--- src/rtl/pcm_fsync_pkg.sv ---
package pcm_fsync_pkg;
    timeunit 1ns;
    timeprecision 1ps;

    // Controller states
    typedef enum logic [1:0] {
        ST_IDLE,
        ST_MASTER,
        ST_HUNT,
        ST_TRACK
    } fs_state_e;

    // Width of the long sync pulse in bit periods
    localparam int unsigned LONG_WIDTH = 3;
    // Index assigned to the bit that follows a long-format detection
    localparam int unsigned LONG_LOAD  = 1;
endpackage

--- src/rtl/pcm_fsync_sampler.sv ---
module pcm_fsync_sampler (
    input  logic bclk,
    input  logic rst_n,
    input  logic sync_in,
    output logic edge_seen
);
    timeunit 1ns;
    timeprecision 1ps;

    logic cur_q;
    logic prev_q;

    // Sync is sampled on the falling edge, mid-bit
    always_ff @(negedge bclk or negedge rst_n) begin
        if (!rst_n) begin
            cur_q  <= 1'b0;
            prev_q <= 1'b0;
        end else begin
            cur_q  <= sync_in;
            prev_q <= cur_q;
        end
    end

    // Only a low-to-high change counts
    assign edge_seen = cur_q & ~prev_q;

    AST_EDGE_ONESHOT: assert property (@(negedge bclk) disable iff (!rst_n)
        edge_seen |=> !edge_seen);
endmodule

--- src/rtl/pcm_fsync_counter.sv ---
module pcm_fsync_counter #(
    parameter int unsigned W = 10
) (
    input  logic         bclk,
    input  logic         rst_n,
    input  logic         clr,
    input  logic         load,
    input  logic [W-1:0] load_val,
    input  logic         adv,
    input  logic [W-1:0] lim,
    output logic [W-1:0] cnt
);
    timeunit 1ns;
    timeprecision 1ps;

    localparam logic [W-1:0] ONE = W'(1);

    logic [W-1:0] cnt_q;
    logic         at_end;

    // Wrap at or beyond the last index so a shrinking limit still wraps
    assign at_end = (cnt_q >= (lim - ONE));

    always_ff @(posedge bclk or negedge rst_n) begin
        if (!rst_n) begin
            cnt_q <= '0;
        end else if (clr) begin
            cnt_q <= '0;
        end else if (load) begin
            cnt_q <= load_val;
        end else if (adv) begin
            cnt_q <= at_end ? '0 : cnt_q + ONE;
        end
    end

    assign cnt = cnt_q;
endmodule

--- src/rtl/pcm_fsync.sv ---
module pcm_fsync #(
    parameter int unsigned CNT_W = 10
) (
    input  logic             bclk,
    input  logic             rst_n,
    input  logic             long_fmt,
    input  logic             is_master,
    input  logic [CNT_W-1:0] frame_bits,
    input  logic             sync_in,
    output logic             sync_out,
    output logic             sync_oe,
    output logic             frame_start
);
    timeunit 1ns;
    timeprecision 1ps;
    import pcm_fsync_pkg::*;

    localparam logic [CNT_W-1:0] IDX_ZERO  = '0;
    localparam logic [CNT_W-1:0] IDX_ONE   = CNT_W'(1);
    localparam logic [CNT_W-1:0] LONG_END  = CNT_W'(LONG_WIDTH);
    localparam logic [CNT_W-1:0] LONG_SEED = CNT_W'(LONG_LOAD);

    fs_state_e        state_q;
    fs_state_e        state_d;
    logic             edge_seen;
    logic             cnt_clr;
    logic             cnt_load;
    logic             cnt_adv;
    logic [CNT_W-1:0] seed;
    logic [CNT_W-1:0] idx;

    pcm_fsync_sampler u_sampler (
        .bclk      (bclk),
        .rst_n     (rst_n),
        .sync_in   (sync_in),
        .edge_seen (edge_seen)
    );

    pcm_fsync_counter #(.W(CNT_W)) u_counter (
        .bclk     (bclk),
        .rst_n    (rst_n),
        .clr      (cnt_clr),
        .load     (cnt_load),
        .load_val (seed),
        .adv      (cnt_adv),
        .lim      (frame_bits),
        .cnt      (idx)
    );

    // Short: the next bit is slot 0. Long: the sampled bit was slot 0.
    assign seed = long_fmt ? LONG_SEED : IDX_ZERO;

    // State register
    always_ff @(posedge bclk or negedge rst_n) begin
        if (!rst_n) begin
            state_q <= ST_IDLE;
        end else begin
            state_q <= state_d;
        end
    end

    // Next state and counter control
    always_comb begin
        state_d  = state_q;
        cnt_clr  = 1'b0;
        cnt_load = 1'b0;
        cnt_adv  = 1'b0;
        if (is_master) begin
            if (state_q != ST_MASTER) begin
                state_d = ST_MASTER;
                cnt_clr = 1'b1;
            end else begin
                cnt_adv = 1'b1;
            end
        end else if (edge_seen) begin
            state_d  = ST_TRACK;
            cnt_load = 1'b1;
        end else begin
            unique case (state_q)
                ST_TRACK: cnt_adv = 1'b1;
                ST_IDLE, ST_MASTER, ST_HUNT: begin
                    state_d = ST_HUNT;
                    cnt_clr = 1'b1;
                end
                default: state_d = ST_HUNT;
            endcase
        end
    end

    // Outputs
    always_comb begin
        sync_oe     = 1'b0;
        sync_out    = 1'b0;
        frame_start = 1'b0;
        unique case (state_q)
            ST_MASTER: begin
                sync_oe     = 1'b1;
                frame_start = (idx == IDX_ZERO);
                sync_out    = long_fmt ? (idx < LONG_END)
                                       : (idx == (frame_bits - IDX_ONE));
            end
            ST_TRACK: frame_start = (idx == IDX_ZERO);
            ST_IDLE, ST_HUNT: frame_start = 1'b0;
            default: frame_start = 1'b0;
        endcase
    end

    AST_SLAVE_QUIET: assert property (@(posedge bclk) disable iff (!rst_n)
        !sync_oe |-> !sync_out);
    AST_STROBE_SINGLE: assert property (@(posedge bclk) disable iff (!rst_n)
        (frame_start && sync_oe && is_master && frame_bits > IDX_ONE) |=> !frame_start);
    AST_SHORT_LEADS: assert property (@(posedge bclk) disable iff (!rst_n)
        (sync_oe && sync_out && !long_fmt) |=> (frame_start || !sync_oe));
    AST_LONG_OPENS: assert property (@(posedge bclk) disable iff (!rst_n)
        (sync_oe && long_fmt && frame_start) |-> sync_out);
    AST_SHORT_LOCK: assert property (@(posedge bclk) disable iff (!rst_n)
        (!is_master && !long_fmt && edge_seen) |=> frame_start);
    AST_LONG_LOCK: assert property (@(posedge bclk) disable iff (!rst_n)
        (!is_master && long_fmt && edge_seen) |=> !frame_start);
endmodule

--- config.mk ---
export PLATFORM = sky130hd
export DESIGN_NAME = pcm_fsync
export DESIGN_NICKNAME = d
export VERILOG_FILES = /design/src/rtl/pcm_fsync_pkg.sv /design/src/rtl/pcm_fsync_sampler.sv /design/src/rtl/pcm_fsync_counter.sv /design/src/rtl/pcm_fsync.sv
export SDC_FILE = /design/constraint.sdc
export NUM_CORES = 1
export LEC_CHECK = 0
export ABC_AREA = 1
export BUFFER_PORTS_ARGS = -buffer_cell sky130_fd_sc_hd__buf_2
export CORE_MARGIN = 2
export CORE_UTILIZATION = 59
export CTS_CLUSTER_SIZE = 24
export DETAILED_ROUTE_END_ITERATION = 16
export HOLD_SLACK_MARGIN = 0.02
export MAX_ROUTING_LAYER = met4
export PLACE_DENSITY_LB_ADDON = 0.2
export SLEW_MARGIN = 10
export SYNTH_ARGS = -nofsm -noshare
export SYNTH_HDL_FRONTEND = slang
export SYNTH_SLANG_ARGS = --single-unit
export TNS_END_PERCENT = 20
--- constraint.sdc ---
create_clock -name bclk -period 4.25 [get_ports bclk]
set_input_delay 0 -clock bclk [delete_from_list [all_inputs] [get_ports bclk]]
set_output_delay 0 -clock bclk [all_outputs]
set_load 0.01 [all_outputs]
Yosys cells after proc, flatten, opt, wreduce, memory -nomap -nowiden
Cells that the tools add are included.
{ "word_totals": {"register_bits": 14, "latch_bits": 0, "ram_bits": 0, "romBits": 0, "inputBits": 15, "out_inout_bits": 3, "wordCells": 47, "n_memories": 0} }
{ "op_classes": {"add_sub_neg": 2, "n_mul": 0, "div_mod_pow": 0, "magnitude_cmp": 2, "eq_ne": 6, "n_shift": 0, "mux": 23, "bitwise": 2, "reduce_logical": 8} }
{ "op_table": {"columns": ["cell", "count"], "rows": [
  ["2-to-1 mux 10 bit", 4],
  ["2-to-1 mux 1 bit", 14],
  ["adder 10 x 1 -> 10 bit (second input constant)", 1],
  ["equality test 10 bit", 1],
  [">= comparator 10 bit", 1],
  ["zero test 10 bit", 1],
  ["< comparator 10 x 2 -> 1 bit (second input constant)", 1],
  ["subtractor 10 x 1 -> 10 bit (second input constant)", 1],
  ["2-to-1 mux 2 bit", 4],
  ["nonzero test 3 bit", 2],
  ["equality test 2 bit (second input constant)", 2],
  ["inequality test 2 x 1 -> 1 bit (second input constant)", 2],
  ["OR reduction 2 bit", 2],
  ["OR reduction 3 bit", 1],
  ["equality test 2 x 1 -> 1 bit (second input constant)", 1],
  ["zero test 2 bit", 1],
  ["case mux 1 bit (2 select lines)", 1],
  ["AND reduction 2 bit", 1],
  ["AND 1 bit", 1],
  ["inverter 1 bit", 1]
]} }

Depth between registers and ports, before layout
{ "logic_depth": {"ltp_word": 7, "depth_mapped": 13, "ltp_nobuf": 13} }

Hierarchy
Synthesis repeated with hierarchy kept, for this count alone.
{ "unflattened": {"hier_cells": 287, "hier_area_um2": 1760.4} }
{ "modules_own_cells": {"columns": ["module", "n_inst", "cells_per_inst", "area_each_um2", "seq_area_each_um2"], "rows": [
  ["pcm_fsync_counter", 1, 179, 1167.4, 250.2],
  ["pcm_fsync", 1, 104, 533.0, 50.0],
  ["pcm_fsync_sampler", 1, 4, 60.1, 50.0]
]} }

==> summary.md <==
| Metric | Value |
|---|---|
| I/O Buffers | 17 |
| Core area | about 0.0017 mm^2 |
| Fraction of layout cells with a size suffix above 1 | a little under a fifth |
| Placed cell count | 183 |
| DR iter-0 viols | 11 |
| Filler cells | 150 |
| Post-route ant nets | 0 |
| CTS Root Cell | clkbuf_4 |
| Max IR drop VDD | 286 uV |
| Post-CTS sizing | 0 |
| Worst Tran Pin Value | approximately 0.38 ns |
| Largest fanout on the critical path | 9 |
| Top area cells in the synthesized netlist | dfrtp_1, ha_1, nand2_1, inv_1, xor2_1 |
| Outcome | complete, no violations |
| Die area | between 0.002 and 0.0025 mm^2 |
| Synthesized area | 0.00111 mm^2 |
| Cell taking the most area after synthesis | dfrtp_1 |
| Final hold vios | 0 |
| Drt pass-1 iters | 4 |
| Commonest non-fill, non-tap cell in the layout | nand2_1 |
| Drt wl/cell | between 10 and 15 um |
| Nets | roughly 190 |
| Clock tree sinks | 14 |
| RSZ-0062 raised after global routing | no |
| Power Density | between 200 and 250 mW/mm^2 |
| Sequential share of the synthesized area | around a third |
| Yosys reg bits | 14 |
| CTS tree | built |
| WP data required | 4.45 ns |
| Congestion Overflow GR | 0 |
| Setup TNS | 0 ns |
| Die width | between 40 and 50 um |
| Final setup viols | 0 |
| Initial Util | 63.7% |
| Layout area overhead | 15.5% |
| WL final | roughly 1900 um |
| H-tree Lvls | 1 |
| Initial antenna violation count | 0 |
| Final non-filler cell total | roughly 190 |
| GRT Util Overall | around a fifth |
| Row count | 15 |
| Count of mapped cells out of synthesis | 141 |
| Share of the synthesized area in the top cell type | between 20% and 30% |
| Die H | roughly 47 um |
| Post-layout util | between 70 and 80% |
| # diodes | 0 |
| Worst Setup End Kind | register |
| Commonest non-fill, non-tap cells in the layout | nand2_1, inv_1, nor2_1 |
| Startpoint Class | register |
| Vias in the first global route | just under 800 |
| Syn avg cell area | between 7 and 8 um^2 |
| Min Hold Slack | around 0.054 ns |
| Slew Limit Fails | 0 |
| Worst Hold Class | in2reg |
| Rel. slew slack | between 70% and 80% |
| Setup CP Type | reg2reg |
| Pin count of the biggest net entering global routing | 15 |
| Clk buf depth | 2 |
| Wire length of the first global-routing pass | roughly 3100 um |
| Clock transition at path regs | about 0.080 ns |
| Placer Congestion | between 0.7 and 0.8 |
| Leakage | roughly 0.00067 uW |
| WP data arrival | between 3 and 4 ns |
| Vias post-DR | ~910 |
| Routed vias/inst | approximately 4.8 |
| Syn nets | 169 |
| DRC | 0 |
| Clk_lat worst skew | around 0.27 ns |
| Max-Cap Viols | 0 |
| Post-detail-place hpwl | between 1500 and 2000 um |
| Clk_skew | slightly below 0.007 ns |
| Ports | 18 |
| Synth warn | 0 |
| Number of buffers created by CTS | 3 |
| Total Power | ~320 uW |
| Synth unique cells | 20 |
[worst max-delay path, stage by stage, from the launching register on]
cell and delay [ns]:
dfrtn_1 0.41, nand2_1 0.07, nand3_1 0.08, o21ai_1 0.09
nor2_2 0.12, nand4_4 0.15, nor2_1 0.14
[flip-flops by register name, indices dropped and copies added, names as in the netlist]
register / flops
state_q: 2
u_counter.cnt: 10
u_sampler.cur_q: 1
u_sampler.prev_q: 1
[cell families after synthesis]
logic type                 Yosys count  share of synthesized area, %
AOI/OAI and AO/OA                    6                          2.92
xor gates and xnor gates            16                          12.6
adders and majority gates           13                          14.6
buffers and inverters               24                          8.10
DFF                                 14                          31.5
and+or+nand+nor                     68                          30.3
[area by class of cell]
class / instances / area [um^2] / area share [%]
multi-input cells: 103 / 672 / 52.3
repair buffers: 19 / 105 / 8.18
well taps: 25 / 31.3 / 2.43
inverters: 24 / 90.1 / 7.01
clock buffers: 4 / 36.3 / 2.82
flip-flops and latches: 14 / 350 / 27.3
[metal layers]
metal / up-vias / GRT usage [%] / share of wire, %
met1: 404 / 27.8 / 51
met4: 0 / 6.67 / 0
met5: - / - / 0
met3: 0 / 3.40 / 2.0
met2: 11 / 31.9 / 47
li1: 490 / - / -
[what timing repair did]
action,in CTS,in global routing
buffers inserted,0,0
hold buffers,2,0
hold endpoints to repair,14,0
[per-stage QoR]
stage               worst slack [ns]  instance area, um^2
floorplan                       1.10                 1110
global placement                1.04                 1230
detailed placement             0.973                 1230
CTS                            0.967                 1280
global route                   0.885                 1280
finish                         0.991                 1280
[Yosys cell counts]
library cell,n
nand2_1,25
nand4_1,2
dfrtn_1,2
nor3_1,1
dfrtp_1,12
nand3_2,1
nor2_1,21
o21bai_1,1
nor3_2,4
xor2_1,10
nand4_4,1
nand3_1,7
and3_1,1
xnor2_1,6
a21oi_1,4
nor2_2,3
nand3b_1,2
ha_1,13
inv_1,24
o21ai_1,1
[power breakdown]
| part | internal (uW) | switching, uW | total [uW] |
|---|---|---|---|
| clock network | 52.0 | 37.6 | 89.6 |
| logic | 35.2 | 44.7 | 79.8 |
| registers | 140 | 6.95 | 147 |
| total | 227 | 89.3 | 316 |
[path summary, 6_finish.rpt]
check,start,end,slack [ns],cells past startpoint
worst max-delay path,u_sampler.cur_q$_DFF_NN0_,u_counter.cnt[8]$_DFFE_PN0P_,0.99,6
min in group asynchronous,rst_n,u_counter.cnt[7]$_DFFE_PN0P_,0.14,2
max in group asynchronous,rst_n,u_sampler.prev_q$_DFF_NN0_,1.84,2
worst min register to register,u_sampler.cur_q$_DFF_NN0_,u_sampler.prev_q$_DFF_NN0_,0.32,0
worst min-delay path,long_fmt,u_counter.cnt[0]$_DFFE_PN0P_,0.05,3
worst max register to register,u_sampler.cur_q$_DFF_NN0_,u_counter.cnt[8]$_DFFE_PN0P_,0.99,6
Power figures use the tool's default switching activity.
